`src/rtl/csio_pkg.sv`:
```
package csio_pkg;
  // one-cycle shift events derived from the shift clock
  typedef struct packed {
    logic lead;   // clock leaves its idle level: drive next bit
    logic trail;  // clock returns to idle level: sample input
  } shift_ev_t;
endpackage

```
`src/rtl/csio_sync.sv`:
```
module csio_sync #(
  parameter int W = 1,
  parameter logic [W-1:0] RST_VAL = '1
) (
  input  logic         clk,
  input  logic         rst,
  input  logic [W-1:0] d,
  output logic [W-1:0] q
);
  logic [W-1:0] meta;

  always_ff @(posedge clk) begin
    if (rst) begin
      meta <= RST_VAL;
      q    <= RST_VAL;
    end else begin
      meta <= d;
      q    <= meta;
    end
  end
endmodule

```
`src/rtl/csio_clkgen.sv`:
```
module csio_clkgen
  import csio_pkg::*;
#(
  parameter int DIV_W = 8
) (
  input  logic             clk,
  input  logic             rst,
  input  logic             ext_sel,
  input  logic             pol,
  input  logic [DIV_W-1:0] div,
  input  logic             active,
  input  logic             sclk_sync,
  output shift_ev_t        ev,
  output logic             sclk_out
);
  logic [DIV_W-1:0] cnt;
  logic             lvl;
  logic             prev;
  logic             idle_lvl;
  logic             int_tick;
  logic             ext_rise;
  logic             ext_fall;

  assign idle_lvl = ~pol;
  assign int_tick = !ext_sel && active && (cnt == div);
  assign ext_rise = sclk_sync && !prev;
  assign ext_fall = !sclk_sync && prev;

  always_ff @(posedge clk) begin
    if (rst) begin
      cnt  <= '0;
      lvl  <= 1'b1;
      prev <= 1'b1;
    end else begin
      prev <= sclk_sync;
      if (ext_sel || !active) begin
        cnt <= '0;
        lvl <= idle_lvl;
      end else if (cnt == div) begin
        cnt <= '0;
        lvl <= ~lvl;
      end else begin
        cnt <= cnt + 1'b1;
      end
    end
  end

  always_comb begin
    if (ext_sel) begin
      ev.lead  = active && (pol ? ext_rise : ext_fall);
      ev.trail = active && (pol ? ext_fall : ext_rise);
    end else begin
      ev.lead  = int_tick && (lvl == idle_lvl);
      ev.trail = int_tick && (lvl != idle_lvl);
    end
  end

  assign sclk_out = lvl;
endmodule

```
`src/rtl/csio_shifter.sv`:
```
module csio_shifter
  import csio_pkg::*;
#(
  parameter int DATA_W = 8
) (
  input  logic              clk,
  input  logic              rst,
  input  logic              load,
  input  logic [DATA_W-1:0] load_data,
  input  shift_ev_t         ev,
  input  logic              rxd_s,
  output logic              busy,
  output logic              started,
  output logic              done,
  output logic [DATA_W-1:0] frame,
  output logic              txd
);
  localparam int CNT_W = (DATA_W > 1) ? $clog2(DATA_W) : 1;
  localparam logic [CNT_W-1:0] LAST = CNT_W'(DATA_W - 1);

  logic [DATA_W-1:0] tx_sh;
  logic [CNT_W-1:0]  cnt;

  always_ff @(posedge clk) begin
    if (rst) begin
      tx_sh   <= '0;
      frame   <= '0;
      cnt     <= '0;
      busy    <= 1'b0;
      started <= 1'b0;
      done    <= 1'b0;
      txd     <= 1'b1;
    end else begin
      done <= 1'b0;
      if (load) begin
        tx_sh   <= load_data;
        cnt     <= '0;
        busy    <= 1'b1;
        started <= 1'b0;
      end else if (busy) begin
        if (ev.lead) begin
          txd     <= tx_sh[0];
          tx_sh   <= {1'b0, tx_sh[DATA_W-1:1]};
          started <= 1'b1;
        end
        if (ev.trail) begin
          frame <= {rxd_s, frame[DATA_W-1:1]};
          cnt   <= cnt + 1'b1;
          if (cnt == LAST) begin
            busy <= 1'b0;
            done <= 1'b1;
            txd  <= 1'b1;
          end
        end
      end
    end
  end
endmodule

```
`src/rtl/csio_xcvr.sv`:
```
module csio_xcvr
  import csio_pkg::*;
#(
  parameter int DATA_W = 8,
  parameter int DIV_W  = 8
) (
  input  logic              clk,
  input  logic              rst,
  input  logic              cfg_ext_clk,
  input  logic              cfg_clk_pol,
  input  logic              cfg_cts_en,
  input  logic              cfg_rts_en,
  input  logic [DIV_W-1:0]  cfg_div,
  input  logic              tx_en,
  input  logic              rx_en,
  input  logic              wr_tx,
  input  logic [DATA_W-1:0] wr_data,
  input  logic              rd_rx,
  input  logic              ovr_clr,
  output logic [DATA_W-1:0] rx_data,
  output logic              tbe,
  output logic              rx_done,
  output logic              ovr,
  output logic              irq_tx,
  output logic              irq_rx,
  input  logic              sclk_in,
  output logic              sclk_out,
  input  logic              cts_n,
  output logic              rts_n,
  input  logic              rxd,
  output logic              txd
);
  logic [2:0]        sync_q;
  logic              sclk_s, cts_s, rxd_s;
  shift_ev_t         ev;
  logic              busy, started, done;
  logic [DATA_W-1:0] frame;
  logic [DATA_W-1:0] tx_buf;
  logic              tx_full;
  logic              start;
  logic              rx_full;
  logic              ovr_q;
  logic              irq_tx_q, irq_rx_q, rts_q;

  csio_sync #(.W(3), .RST_VAL(3'b111)) u_sync (
    .clk(clk), .rst(rst), .d({sclk_in, cts_n, rxd}), .q(sync_q)
  );
  assign {sclk_s, cts_s, rxd_s} = sync_q;

  csio_clkgen #(.DIV_W(DIV_W)) u_clkgen (
    .clk(clk), .rst(rst), .ext_sel(cfg_ext_clk), .pol(cfg_clk_pol),
    .div(cfg_div), .active(busy), .sclk_sync(sclk_s),
    .ev(ev), .sclk_out(sclk_out)
  );

  assign start = tx_en && tx_full && !busy && (!cfg_cts_en || !cts_s);

  csio_shifter #(.DATA_W(DATA_W)) u_shift (
    .clk(clk), .rst(rst), .load(start), .load_data(tx_buf), .ev(ev),
    .rxd_s(rxd_s), .busy(busy), .started(started), .done(done),
    .frame(frame), .txd(txd)
  );

  always_ff @(posedge clk) begin
    if (rst) begin
      tx_buf   <= '0;
      tx_full  <= 1'b0;
      rx_data  <= '0;
      rx_full  <= 1'b0;
      ovr_q    <= 1'b0;
      irq_tx_q <= 1'b0;
      irq_rx_q <= 1'b0;
      rts_q    <= 1'b1;
    end else begin
      irq_tx_q <= start;
      irq_rx_q <= 1'b0;
      // a write in the same cycle as a transfer keeps the buffer full
      if (wr_tx) begin
        tx_buf  <= wr_data;
        tx_full <= 1'b1;
      end else if (start) begin
        tx_full <= 1'b0;
      end
      if (rd_rx) rx_full <= 1'b0;
      if (!rx_en || ovr_clr) ovr_q <= 1'b0;
      if (done && rx_en) begin
        rx_data <= frame;
        if (rx_full && !rd_rx) begin
          ovr_q <= 1'b1;
        end else begin
          rx_full  <= 1'b1;
          irq_rx_q <= 1'b1;
        end
      end
      rts_q <= !(cfg_ext_clk && cfg_rts_en && rx_en && busy && !started);
    end
  end

  assign tbe     = !tx_full;
  assign rx_done = rx_full;
  assign ovr     = ovr_q;
  assign irq_tx  = irq_tx_q;
  assign irq_rx  = irq_rx_q;
  assign rts_n   = rts_q;
endmodule

```
`config.mk`:
```
export PLATFORM = sky130hd
export DESIGN_NAME = csio_xcvr
export DESIGN_NICKNAME = d
export VERILOG_FILES = /design/src/rtl/csio_pkg.sv /design/src/rtl/csio_sync.sv /design/src/rtl/csio_clkgen.sv /design/src/rtl/csio_shifter.sv /design/src/rtl/csio_xcvr.sv
export SDC_FILE = /design/constraint.sdc
export NUM_CORES = 1
export LEC_CHECK = 0
export BUFFER_PORTS_ARGS = -buffer_cell sky130_fd_sc_hd__buf_2
export CAP_MARGIN = 20
export CORE_UTILIZATION = 49
export DETAILED_ROUTE_END_ITERATION = 8
export PLACE_DENSITY = 0.75
export SLEW_MARGIN = 10
export SYNTH_ARGS = -nofsm -noshare
export SYNTH_HDL_FRONTEND = slang
export SYNTH_SLANG_ARGS = --single-unit
```
`constraint.sdc`:
```
create_clock -name clk -period 1.7 [get_ports clk]
set_clock_uncertainty 0.1 [all_clocks]
set_input_delay 0.17 -clock clk [delete_from_list [all_inputs] [get_ports clk]]
set_output_delay 0.17 -clock clk [all_outputs]
set_load 0.01 [all_outputs]
```
==> results.json <==
{
  "grt_setup_unrepaired": "yes",
  "seqCellArea_um2": 1230,
  "worst_slew_pin_slew_ns": 0.407,
  "area_growth_pct": 36.0,
  "die-area_um2": 5160,
  "die_w_um": 71.8,
  "dp_hpwl_um": 3200,
  "htree_levels": 3,
  "leakage_nw": 1.44,
  "critPathKind": "flop to flop",
  "crit_slowest_cell": "or3b_1",
  "syn_area_um2": 2390,
  "fin_crit_sh_pct": 105,
  "cts_buffer_depth": 2,
  "hold_violations": 0,
  "place_area_um2": 2780,
  "holdCritPathClass": "input pin to flop",
  "end_kind": "flop",
  "cpPeakStageDelay_ns": 0.36,
  "die_h_um": 71.8,
  "viasPerCell": 5.02,
  "synth_cell_type_count": 36,
  "cts_buffers": 9,
  "fin_util_pct": 69.3,
  "layout.cells.non_filler": 389,
  "violations": "negative setup slack",
  "track_usage_pct": 20.8,
  "yosysSeqAreaShare_pct": 51.1,
  "cp.arrival_ns": 1.93,
  "layout_min_cycle_time_ns": 1.78,
  "multi_input_area_um2": 1230,
  "dp.cells": 359,
  "drv_slew": 0,
  "status": "finished, violations left",
  "row_count": 25,
  "critPathLaunchType": "flop",
  "overflow": 0,
  "drive_gt1_share_pct": 35.8,
  "dr.pass1.iters": 4,
  "num_antenna_cells": 0,
  "fmax_ghz": 0.560,
  "cap_violations": 0,
  "cp_top_family": "simple AND/OR/NAND/NOR gates",
  "layout_setup_ws_ns": -0.0843,
  "required_ns": 1.84,
  "cp_num_buf_inv": 1,
  "core_area_um2": 4690,
  "gp_congestion": 0.770,
  "via_count": 1953,
  "yosysWarnings": 0,
  "grt_pass1_vias": 1847,
  "yosysTopAreaCellShare_pct": 51.1,
  "syn_inst": 252,
  "antenna_found_initial": 0,
  "port_buffers": 45,
  "cts_tree": "done",
  "synth_nets": 285,
  "clock-root-buffer": "clkbuf_8",
  "design_area_um2": 3250,
  "drt_iter0_drc": 86,
  "vdd_drop_max_mv": 0.562,
  "clk_latency_ns": 0.35,
  "crit_fanout": 2,
  "fillers": 361,
  "path_cells": "xor2_2, nor4_2, buf_4, a31oi_4, or3b_1, a21o_1",
  "finalSetupViolCount": 2,
  "synth_top_area_cell": "dfxtp_1",
  "io-pin-count": 46,
  "power.density_nw_per_um2": 912,
  "nNetsFinal": 363,
  "grt_max_degree": 24,
  "grt_pass1_wl_um": 8070,
  "initial_utilization_pct": 50.9,
  "cts.sinks": 61,
  "cts.clk_slew.worst_paths_ns": 0.07,
  "dp_slack_ns": -0.262,
  "synth_area_per_cell_um2": 9.48,
  "synthTopCellsByArea": "dfxtp_1 (51%), mux2i_1 (7.5%), nor2_1 (6.1%), xor2_1 (5.9%), nand2_1 (3.6%)",
  "wl_um": 5040,
  "synth-seq-cells": 61,
  "relSlewSlack_pct": 72.8,
  "wl_per_cell_um": 12.9,
  "drtAntennaViolNets": 0,
  "drc": 0
}
==> path summary, 6_finish.rpt <==
path	startpoint	endpoint	slack (ns)	cells after the start
worst min-delay path	wr_data[6]	tx_buf[6]	0.007	3
worst max-delay path	u_clkgen.cnt[0]	u_shift.txd	-0.08	6
worst max register to register	u_clkgen.cnt[0]	u_shift.txd	-0.08	6
worst min register to register	u_sync.meta[0]	u_sync.q[0]	0.31	1
==> metrics by stage <==
step / TNS [ns] / power (mW) / hold slack (ns)
after floorplan: -0.0746 / 1.59 / 0.154
after global placement: -3.62 / 1.66 / 0.252
after detailed placement: -4.34 / 1.66 / 0.256
after CTS: -0.385 / 2.99 / 0.00373
after global routing: -0.867 / 3.06 / 0.0150
final: -0.121 / 2.96 / 0.00687
==> cells in the final DEF (no fill, tap or decap), types with 5 or more instances in the layout <==
cell | synthesis | layout
clkbuf_8 | 0 | 10
dfxtp_1 | 61 | 52
xor2_2 | 0 | 5
nor2_1 | 39 | 39
a21oi_1 | 14 | 12
buf_2 | 1 | 45
dlygate4sd3_1 | 0 | 11
xor2_1 | 16 | 11
inv_1 | 6 | 6
mux2i_1 | 18 | 18
nand3_1 | 10 | 10
or2_2 | 7 | 7
nand2_1 | 23 | 23
buf_4 | 1 | 20
dfxtp_2 | 0 | 9
==> registers in the layout, indices dropped and copies added, names as in the netlist <==
signal / flops
rx_data: 8
tx_buf: 8
u_clkgen.cnt: 8
u_shift.frame: 8
u_shift.tx_sh: 8
u_shift.cnt: 3
u_sync.meta: 3
u_sync.q: 3
irq_rx: 1
irq_tx: 1
ovr: 1
rts_n: 1
rx_done: 1
tx_full: 1
u_clkgen.prev: 1
u_clkgen.sclk_out: 1
u_shift.busy: 1
u_shift.done: 1
u_shift.started: 1
u_shift.txd: 1
==> cell families after synthesis <==
kind of cell	synth area share [%]
and+or+nand+nor	22.4
DFF	51.1
AOI/OAI and AO/OA	8.32
muxes	7.54
xor gates and xnor gates	6.23
buffers and inverters	2.88
adders and majority gates	1.57
==> power by group <==
group | switching, mW | leakage, nW | internal (mW)
clock network | 0.585 | 0.0943 | 0.710
registers | 0.0167 | 0.498 | 1.46
logic | 0.0924 | 0.843 | 0.101
total | 0.694 | 1.44 | 2.27
==> Yosys cell counts <==
| library cell | instances |
|---|---|
| clkbuf_1 | 9 |
| nand3b_1 | 3 |
| xnor2_1 | 1 |
| a31oi_1 | 3 |
| or3b_2 | 2 |
| a21oi_1 | 14 |
| dfxtp_1 | 61 |
| nand2b_1 | 5 |
| o21ai_0 | 2 |
| nor3b_1 | 3 |
| a22o_1 | 1 |
| nor2b_1 | 4 |
| and2_1 | 2 |
| o31a_1 | 1 |
| or2_2 | 7 |
| buf_2 | 1 |
| a21o_1 | 1 |
| a31oi_2 | 2 |
| nor3_1 | 1 |
| nor2_1 | 39 |
| buf_4 | 1 |
| o211ai_1 | 1 |
| nor4_2 | 2 |
| o221a_2 | 3 |
| xor2_1 | 16 |
| inv_1 | 6 |
| nand2_1 | 23 |
| and4b_1 | 1 |
| a2bb2oi_1 | 1 |
| or3b_1 | 1 |
| and3_1 | 2 |
| mux2i_1 | 18 |
| nand3_1 | 10 |
| nand4b_1 | 1 |
| ha_1 | 3 |
| or3_1 | 1 |
==> timing repair <==
action / CTS / global route
endpoints found under the hold margin: 11 / 0
buffers inserted: 2 / 1
gates cloned: 1 / 0
endpoints found under the setup margin: 31 / 30
pin swaps: 6 / 9
resized for setup: 13 / 13
hold buffers: 11 / 0
==> routing by layer <==
layer	track usage, %	part of all wire [%]	up-vias
li1	-	-	996
met1	25.1	46	902
met2	32.7	47	42
met3	4.92	4.3	13
met4	14.4	2.5	0
met5	0	0	-
==> worst register-to-register path, cell delays in order, from the launching register on <==
cell     delay [ns]
dfxtp_2        0.33
xor2_2         0.14
nor4_2         0.32
buf_4          0.18
a31oi_4        0.09
or3b_1         0.36
a21o_1         0.16
==> cell type report <==
cell class	instances	share of cell area, %
multi-input combinational	175	37.9
clock inverter	6	1.92
inverter	6	0.693
clock buffer	10	4.23
sequential	61	37.9
timing repair buffer	77	15.3
tap	54	2.08
Power figures use the tool's default switching activity.
